<file path="config.mk">
export PLATFORM = sky130hd
export DESIGN_NAME = netled_ctrl
export DESIGN_NICKNAME = d
export VERILOG_FILES = /design/src/rtl/led_pkg.sv /design/src/rtl/led_ctrl_reg.sv /design/src/rtl/led_src_sel.sv /design/src/rtl/led_blink_gen.sv /design/src/rtl/netled_ctrl.sv
export SDC_FILE = /design/constraint.sdc
export NUM_CORES = 1
export LEC_CHECK = 0
export BUFFER_PORTS_ARGS = -buffer_cell sky130_fd_sc_hd__buf_2
export CORE_ASPECT_RATIO = 0.8
export CORE_MARGIN = 3
export CORE_UTILIZATION = 35
export CTS_CLUSTER_DIAMETER = 150
export DETAILED_ROUTE_END_ITERATION = 8
export SYNTH_ARGS = -nofsm -noshare
export SYNTH_HDL_FRONTEND = slang
export SYNTH_SLANG_ARGS = --single-unit
</file>
<file path="constraint.sdc">
create_clock -name clk -period 3.3 [get_ports clk]
set_clock_uncertainty 0.1 [all_clocks]
set_input_delay 0.33 -clock clk [delete_from_list [all_inputs] [get_ports clk]]
set_output_delay 0.33 -clock clk [all_outputs]
set_load 0.05 [all_outputs]
</file>
<file path="src/rtl/led_pkg.sv">
package led_pkg;
   typedef enum logic [3:0] {
      SRC_L10_1G  = 4'h0,
      SRC_L100_1G = 4'h1,
      SRC_LINK    = 4'h2,
      SRC_FACT    = 4'h3,
      SRC_IDLE    = 4'h4,
      SRC_S10     = 4'h5,
      SRC_S100    = 4'h6,
      SRC_S1G     = 4'h7,
      SRC_RSVD    = 4'h8,
      SRC_FDX     = 4'h9,
      SRC_COL     = 4'hA,
      SRC_ACT     = 4'hB,
      SRC_LANE1   = 4'hC,
      SRC_PAUSE   = 4'hD,
      SRC_ON      = 4'hE,
      SRC_OFF     = 4'hF
   } led_src_e;

   typedef struct packed {
      logic     blink_en;
      logic     invert;
      logic     fast;
      led_src_e src;
   } led_cfg_t;

   typedef struct packed {
      logic       link_up;
      logic [1:0] speed;
      logic       fdx;
      logic       col;
      logic       act;
      logic       fact;
      logic       lane1;
      logic       paused;
   } led_stat_t;

   localparam int SRC_LSB   = 16;
   localparam int FAST_BIT  = 21;
   localparam int INV_BIT   = 22;
   localparam int BLINK_BIT = 23;
endpackage

</file>
<file path="src/rtl/led_ctrl_reg.sv">
module led_ctrl_reg
   import led_pkg::*;
#(
   parameter int       DW      = 32,
   parameter led_src_e RST_SRC = SRC_S100
) (
   input  logic          clk,
   input  logic          rst,
   input  logic          wr_en,
   input  logic [DW-1:0] wr_data,
   output logic [DW-1:0] rd_data,
   output led_cfg_t      cfg,
   output logic          restart
);
   led_cfg_t nxt;

   always_comb begin
      nxt.src      = led_src_e'(wr_data[SRC_LSB +: 4]);
      nxt.fast     = wr_data[FAST_BIT];
      nxt.invert   = wr_data[INV_BIT];
      nxt.blink_en = wr_data[BLINK_BIT];
   end

   assign restart = wr_en && ((nxt.fast != cfg.fast) || (nxt.blink_en != cfg.blink_en));

   always_ff @(posedge clk) begin
      if (rst) begin
         cfg.src      <= RST_SRC;
         cfg.fast     <= 1'b0;
         cfg.invert   <= 1'b0;
         cfg.blink_en <= 1'b0;
      end else if (wr_en) begin
         cfg <= nxt;
      end
   end

   always_comb begin
      rd_data                 = '0;
      rd_data[SRC_LSB +: 4]   = cfg.src;
      rd_data[FAST_BIT]       = cfg.fast;
      rd_data[INV_BIT]        = cfg.invert;
      rd_data[BLINK_BIT]      = cfg.blink_en;
   end
endmodule

</file>
<file path="src/rtl/led_src_sel.sv">
module led_src_sel
   import led_pkg::*;
(
   input  led_src_e  src,
   input  led_stat_t st,
   output logic      cond
);
   logic up10, up100, up1g;

   always_comb begin
      up10  = st.link_up && (st.speed == 2'b00);
      up100 = st.link_up && (st.speed == 2'b01);
      up1g  = st.link_up && (st.speed == 2'b10);
      unique case (src)
         SRC_L10_1G:  cond = up10 || up1g;
         SRC_L100_1G: cond = up100 || up1g;
         SRC_LINK:    cond = st.link_up;
         SRC_FACT:    cond = st.link_up && st.fact;
         SRC_IDLE:    cond = st.link_up && !st.act;
         SRC_S10:     cond = up10;
         SRC_S100:    cond = up100;
         SRC_S1G:     cond = up1g;
         SRC_RSVD:    cond = 1'b0;
         SRC_FDX:     cond = st.link_up && st.fdx;
         SRC_COL:     cond = st.col;
         SRC_ACT:     cond = st.link_up && st.act;
         SRC_LANE1:   cond = st.lane1;
         SRC_PAUSE:   cond = st.paused;
         SRC_ON:      cond = 1'b1;
         SRC_OFF:     cond = 1'b0;
         default:     cond = 1'b0;
      endcase
   end
endmodule

</file>
<file path="src/rtl/led_blink_gen.sv">
module led_blink_gen #(
   parameter int CLK_HZ  = 125_000_000,
   parameter int SLOW_MS = 200,
   parameter int FAST_MS = 83
) (
   input  logic clk,
   input  logic rst,
   input  logic restart,
   input  logic fast,
   output logic phase_on
);
   localparam int DIV   = CLK_HZ / 1000;
   localparam int MAXMS = (SLOW_MS > FAST_MS) ? SLOW_MS : FAST_MS;
   localparam int CW    = $clog2(MAXMS + 1);

   logic          ms_tick;
   logic [CW-1:0] ms_cnt;
   logic [CW-1:0] half_lim;

   generate
      if (DIV == 1) begin : g_nodiv
         assign ms_tick = 1'b1;
      end else begin : g_div
         localparam int PW = $clog2(DIV);
         logic [PW-1:0] presc;
         assign ms_tick = (presc == PW'(DIV - 1));
         always_ff @(posedge clk) begin
            if (rst || restart || ms_tick) presc <= '0;
            else                           presc <= presc + 1'b1;
         end
      end
   endgenerate

   assign half_lim = fast ? CW'(FAST_MS - 1) : CW'(SLOW_MS - 1);

   always_ff @(posedge clk) begin
      if (rst || restart) begin
         ms_cnt   <= '0;
         phase_on <= 1'b1;
      end else if (ms_tick) begin
         if (ms_cnt >= half_lim) begin
            ms_cnt   <= '0;
            phase_on <= !phase_on;
         end else begin
            ms_cnt <= ms_cnt + 1'b1;
         end
      end
   end
endmodule

</file>
<file path="src/rtl/netled_ctrl.sv">
module netled_ctrl
   import led_pkg::*;
#(
   parameter int CLK_HZ  = 125_000_000,
   parameter int SLOW_MS = 200,
   parameter int FAST_MS = 83,
   parameter int DW      = 32
) (
   input  logic          clk,
   input  logic          rst,
   input  logic          wr_en,
   input  logic [DW-1:0] wr_data,
   output logic [DW-1:0] rd_data,
   input  logic          link_up,
   input  logic [1:0]    link_speed,
   input  logic          full_duplex,
   input  logic          collision,
   input  logic          trx_active,
   input  logic          filt_active,
   input  logic          one_lane,
   input  logic          tx_paused,
   output logic          led_n
);
   generate
      if (CLK_HZ < 1000 || (CLK_HZ % 1000) != 0) begin : g_bad_clk
         $error("CLK_HZ must be a positive multiple of 1000");
      end
      if (DW < 32) begin : g_bad_dw
         $error("DW must be at least 32");
      end
      if (SLOW_MS < 1 || FAST_MS < 1) begin : g_bad_ms
         $error("blink half periods must be at least 1 ms");
      end
   endgenerate

   led_cfg_t  cfg;
   led_stat_t st;
   logic      restart, cond, phase_on, lit;

   led_ctrl_reg #(.DW(DW), .RST_SRC(SRC_S100)) u_reg (
      .clk(clk), .rst(rst), .wr_en(wr_en), .wr_data(wr_data),
      .rd_data(rd_data), .cfg(cfg), .restart(restart)
   );

   assign st = '{link_up: link_up, speed: link_speed, fdx: full_duplex,
                 col: collision, act: trx_active, fact: filt_active,
                 lane1: one_lane, paused: tx_paused};

   led_src_sel u_sel (.src(cfg.src), .st(st), .cond(cond));

   led_blink_gen #(.CLK_HZ(CLK_HZ), .SLOW_MS(SLOW_MS), .FAST_MS(FAST_MS)) u_blink (
      .clk(clk), .rst(rst), .restart(restart), .fast(cfg.fast), .phase_on(phase_on)
   );

   assign lit = (cond && (!cfg.blink_en || phase_on)) ^ cfg.invert;

   always_ff @(posedge clk) begin
      if (rst) led_n <= 1'b1;
      else     led_n <= !lit;
   end
endmodule

</file>
==> results.yml <==
status:
  status: "complete, no violations"
setup_path:
  cp_top_family: "compound AO/OA/AOI/OAI gates"
  worstReg2RegStart: "u_reg.cfg[4]$_SDFFE_PP0P_"
  crit_path_max_incr_delay_ns: 0.45
  critPathBufInv: 2
  rr_worst_depth: 8
  end_kind: "flip-flop"
  arrival_ns: 2.31
  crit_fanout: 13
  slowest_stage: "dfxtp_1"
  worstReg2RegEnd: "u_blink.ms_cnt[5]$_SDFFE_PP0P_"
  crit_required_ns: 3.41
  cp-start-kind: "flip-flop"
  path_cells: "inv_1 > ha_1 > nand2b_1 > a311o_1 > a21oi_1 > buf_4 > nand3_1 > a211oi_1"
  critPathKind: "reg2reg"
  ff2ff_setup_slack_ns: 1.10
placed_design:
  dpl.hpwl_mm: 2.82
  place_congestion: 0.789
  dpl.cell_count: 332
  place_area_um2: 2100
  port_buffers: 26
floorplanning:
  die_y_um: 73.7
  core-area_um2: 5270
  rows: 23
  io_pins: 77
  die_w_um: 90.6
  initial_core_util_pct: 38.1
  dieArea_um2: 6680
power:
  p_per_area_nw_per_um2: 410
  irDropWorstVdd_v: 0.000273
  p_leak_nw: 0.889
  power_uw: 899
global_routing:
  grt_pass1_wl_mm: 6.33
  antenna_found_initial: 0
  grtUsageTotal_pct: 11.7
  overflow: 0
  grt_max_degree: 17
  grt_pass1_vias: 1402
synthesis:
  synth_warnings: 0
  syn-mean-instance-area_um2: 8.36
  syn_area_um2: 2010
  synthArstFlopShare_pct: 0
  synth_edf_count: 0
  synth_cell_type_count: 46
  ys_seq_area_share_pct: 33.9
  synthFlopType: "dfxtp_1"
  yosysTopAreaCellShare_pct: 33.9
  ys_ff_latch: 34
  synth_cells: 240
  synth_top_cell_by_area: "dfxtp_1"
  synthTopCellsByArea: "dfxtp_1 34%, buf_4 9.7%, nor2_1 5.1%"
timing:
  final.setup.tns_ns: 0
  timing.hold.ws_ns: 0.154
  max_freq_mhz: 454
  period_needed_ns: 2.20
  finalHoldViolations: 0
  worst_slew_pin_slew_ns: 0.528
  max_slew_margin_pct: 64.7
  grt_setup_unrepaired: "false"
  final.period_utilization_pct: 66.8
  slew_violations: 0
  setup_viol: 0
clocking:
  cts_hold_buf: 0
  cts_root_buffer: "clkbuf_8"
  clk_pin_slew_ns: 0.07
  cts_buffer_depth: 2
  htree_num_levels: 2
  cts_setup_buffers: 0
  cts_resized: 0
  clock_latency_ns: 0.28
  cts_made_buffers: 5
  cts_sinks: 34
  cts_tree: "yes"
drt:
  antenna_left: 0
  drc: 0
  dr_total_vias: 1609
  wl_per_cell_um: 11.3
  routed_wl_mm: 3.84
  drtIter0Drc: 100
  via_per_inst: 4.73
  first_pass_iters: 4
hold_path:
  min-delay-start: "wr_data[17]"
  whs_path_depth: 2
  hold_end: "u_reg.cfg[1]$_SDFFE_PP1P_"
  hold_class: "in2reg"
finish:
  layout-drive-gt1-share_pct: 14.7
  final_area_um2: 2190
  fin_cells: 340
  num_antenna_cells: 0
  fin_nets: 314
  syn2layout_area_growth_pct: 9.23
flow_run:
  cap_violations: 0
==> layout by cell type, fill, tap and decap left out, types with 7 or more instances in the layout <==
| master | Yosys | final |
|---|---|---|
| dfxtp_1 | 34 | 34 |
| nor2_1 | 27 | 27 |
| buf_2 | 5 | 26 |
| conb_1 | 1 | 25 |
| nand2_1 | 14 | 14 |
| nand3_1 | 12 | 12 |
| xnor2_1 | 10 | 10 |
| a21oi_1 | 9 | 9 |
| xor2_1 | 9 | 9 |
| inv_1 | 8 | 8 |
| nand4_1 | 7 | 7 |
==> how the worst max path moves through the flow <==
stage / slack [ns] / start / end / cells past startpoint
after CTS: 1.07 / u_reg.cfg[4]$_SDFFE_PP0P_ / u_blink.ms_cnt[5]$_SDFFE_PP0P_ / 8
after global placement: 1.13 / u_reg.cfg[4]$_SDFFE_PP0P_ / u_blink.ms_cnt[5]$_SDFFE_PP0P_ / 8
after detailed placement: 1.11 / u_reg.cfg[4]$_SDFFE_PP0P_ / u_blink.ms_cnt[5]$_SDFFE_PP0P_ / 8
after global routing: 0.94 / u_reg.cfg[4]$_SDFFE_PP0P_ / u_blink.ms_cnt[5]$_SDFFE_PP0P_ / 8
final: 1.10 / u_reg.cfg[4]$_SDFFE_PP0P_ / u_blink.ms_cnt[5]$_SDFFE_PP0P_ / 8
after floorplan: 1.22 / u_reg.cfg[3]$_SDFFE_PP0P_ / led_n$_SDFF_PP1_ / 6
==> cells by family after synthesis <==
family | count (synthesis) | share of synthesized area, %
xor+xnor | 19 | 8.30
fa+ha+maj | 6 | 3.74
mux | 6 | 3.06
compound gates | 32 | 10.6
buf+inv | 43 | 13.2
flops | 34 | 33.9
other cells | 1 | 0.187
simple gates | 99 | 27.0
==> registers in the layout, summed over array words and instances, names as in the netlist <==
signal / cells
u_blink.ms_cnt: 8
led_n: 1
u_blink.g_div.presc: 17
u_reg.cfg: 7
u_blink.phase_on: 1
==> cells in the mapped netlist, types with 4 or more instances <==
library cell / instances
xnor2_1: 10
inv_1: 8
clkbuf_1: 4
nand2_1: 14
mux2i_1: 5
or3_1: 4
dfxtp_1: 34
a21oi_1: 9
nand4_1: 7
nand3_1: 12
nand2b_1: 4
xor2_1: 9
nor2_1: 27
and3_1: 5
nor2b_1: 6
buf_4: 26
ha_1: 6
buf_2: 5
o21ai_0: 5
==> worst reg2reg max path, stage by stage (launching register included) <==
cell      delay [ns]
dfxtp_1         0.45
inv_1           0.11
ha_1            0.27
nand2b_1        0.14
a311o_1         0.36
a21oi_1         0.13
buf_4           0.21
nand3_1         0.11
a211oi_1        0.24
==> per-stage QoR <==
stage	setup slack, ns	utilization (%)
floorplan	1.22	-
global placement	1.13	39.9
detailed placement	1.11	39.9
CTS	1.07	41.6
global route	0.943	41.6
finish	1.10	41.6
==> report_power, final <==
part           switching [mW]  internal [mW]  leakage [nW]
Clock                   0.145          0.168        0.0482
Sequential             0.0123          0.419         0.276
Combinational           0.119         0.0355         0.565
==> per-layer routing <==
metal	global-route usage (%)	wire (µm)
met1	16.1	1950
met2	16.7	1580
met3	3.58	249
met4	5.09	56
met5	0	0
==> area by class of cell <==
class                      instances  area (µm²)
clock inverter                     1        5.00
timing repair buffer              28         145
tap                               75        93.8
sequential                        34         681
clock buffer                       7        86.3
fill                             556        3080
multi-input combinational        187        1150
inverter                           8        30.0
Power figures use the tool's default switching activity.
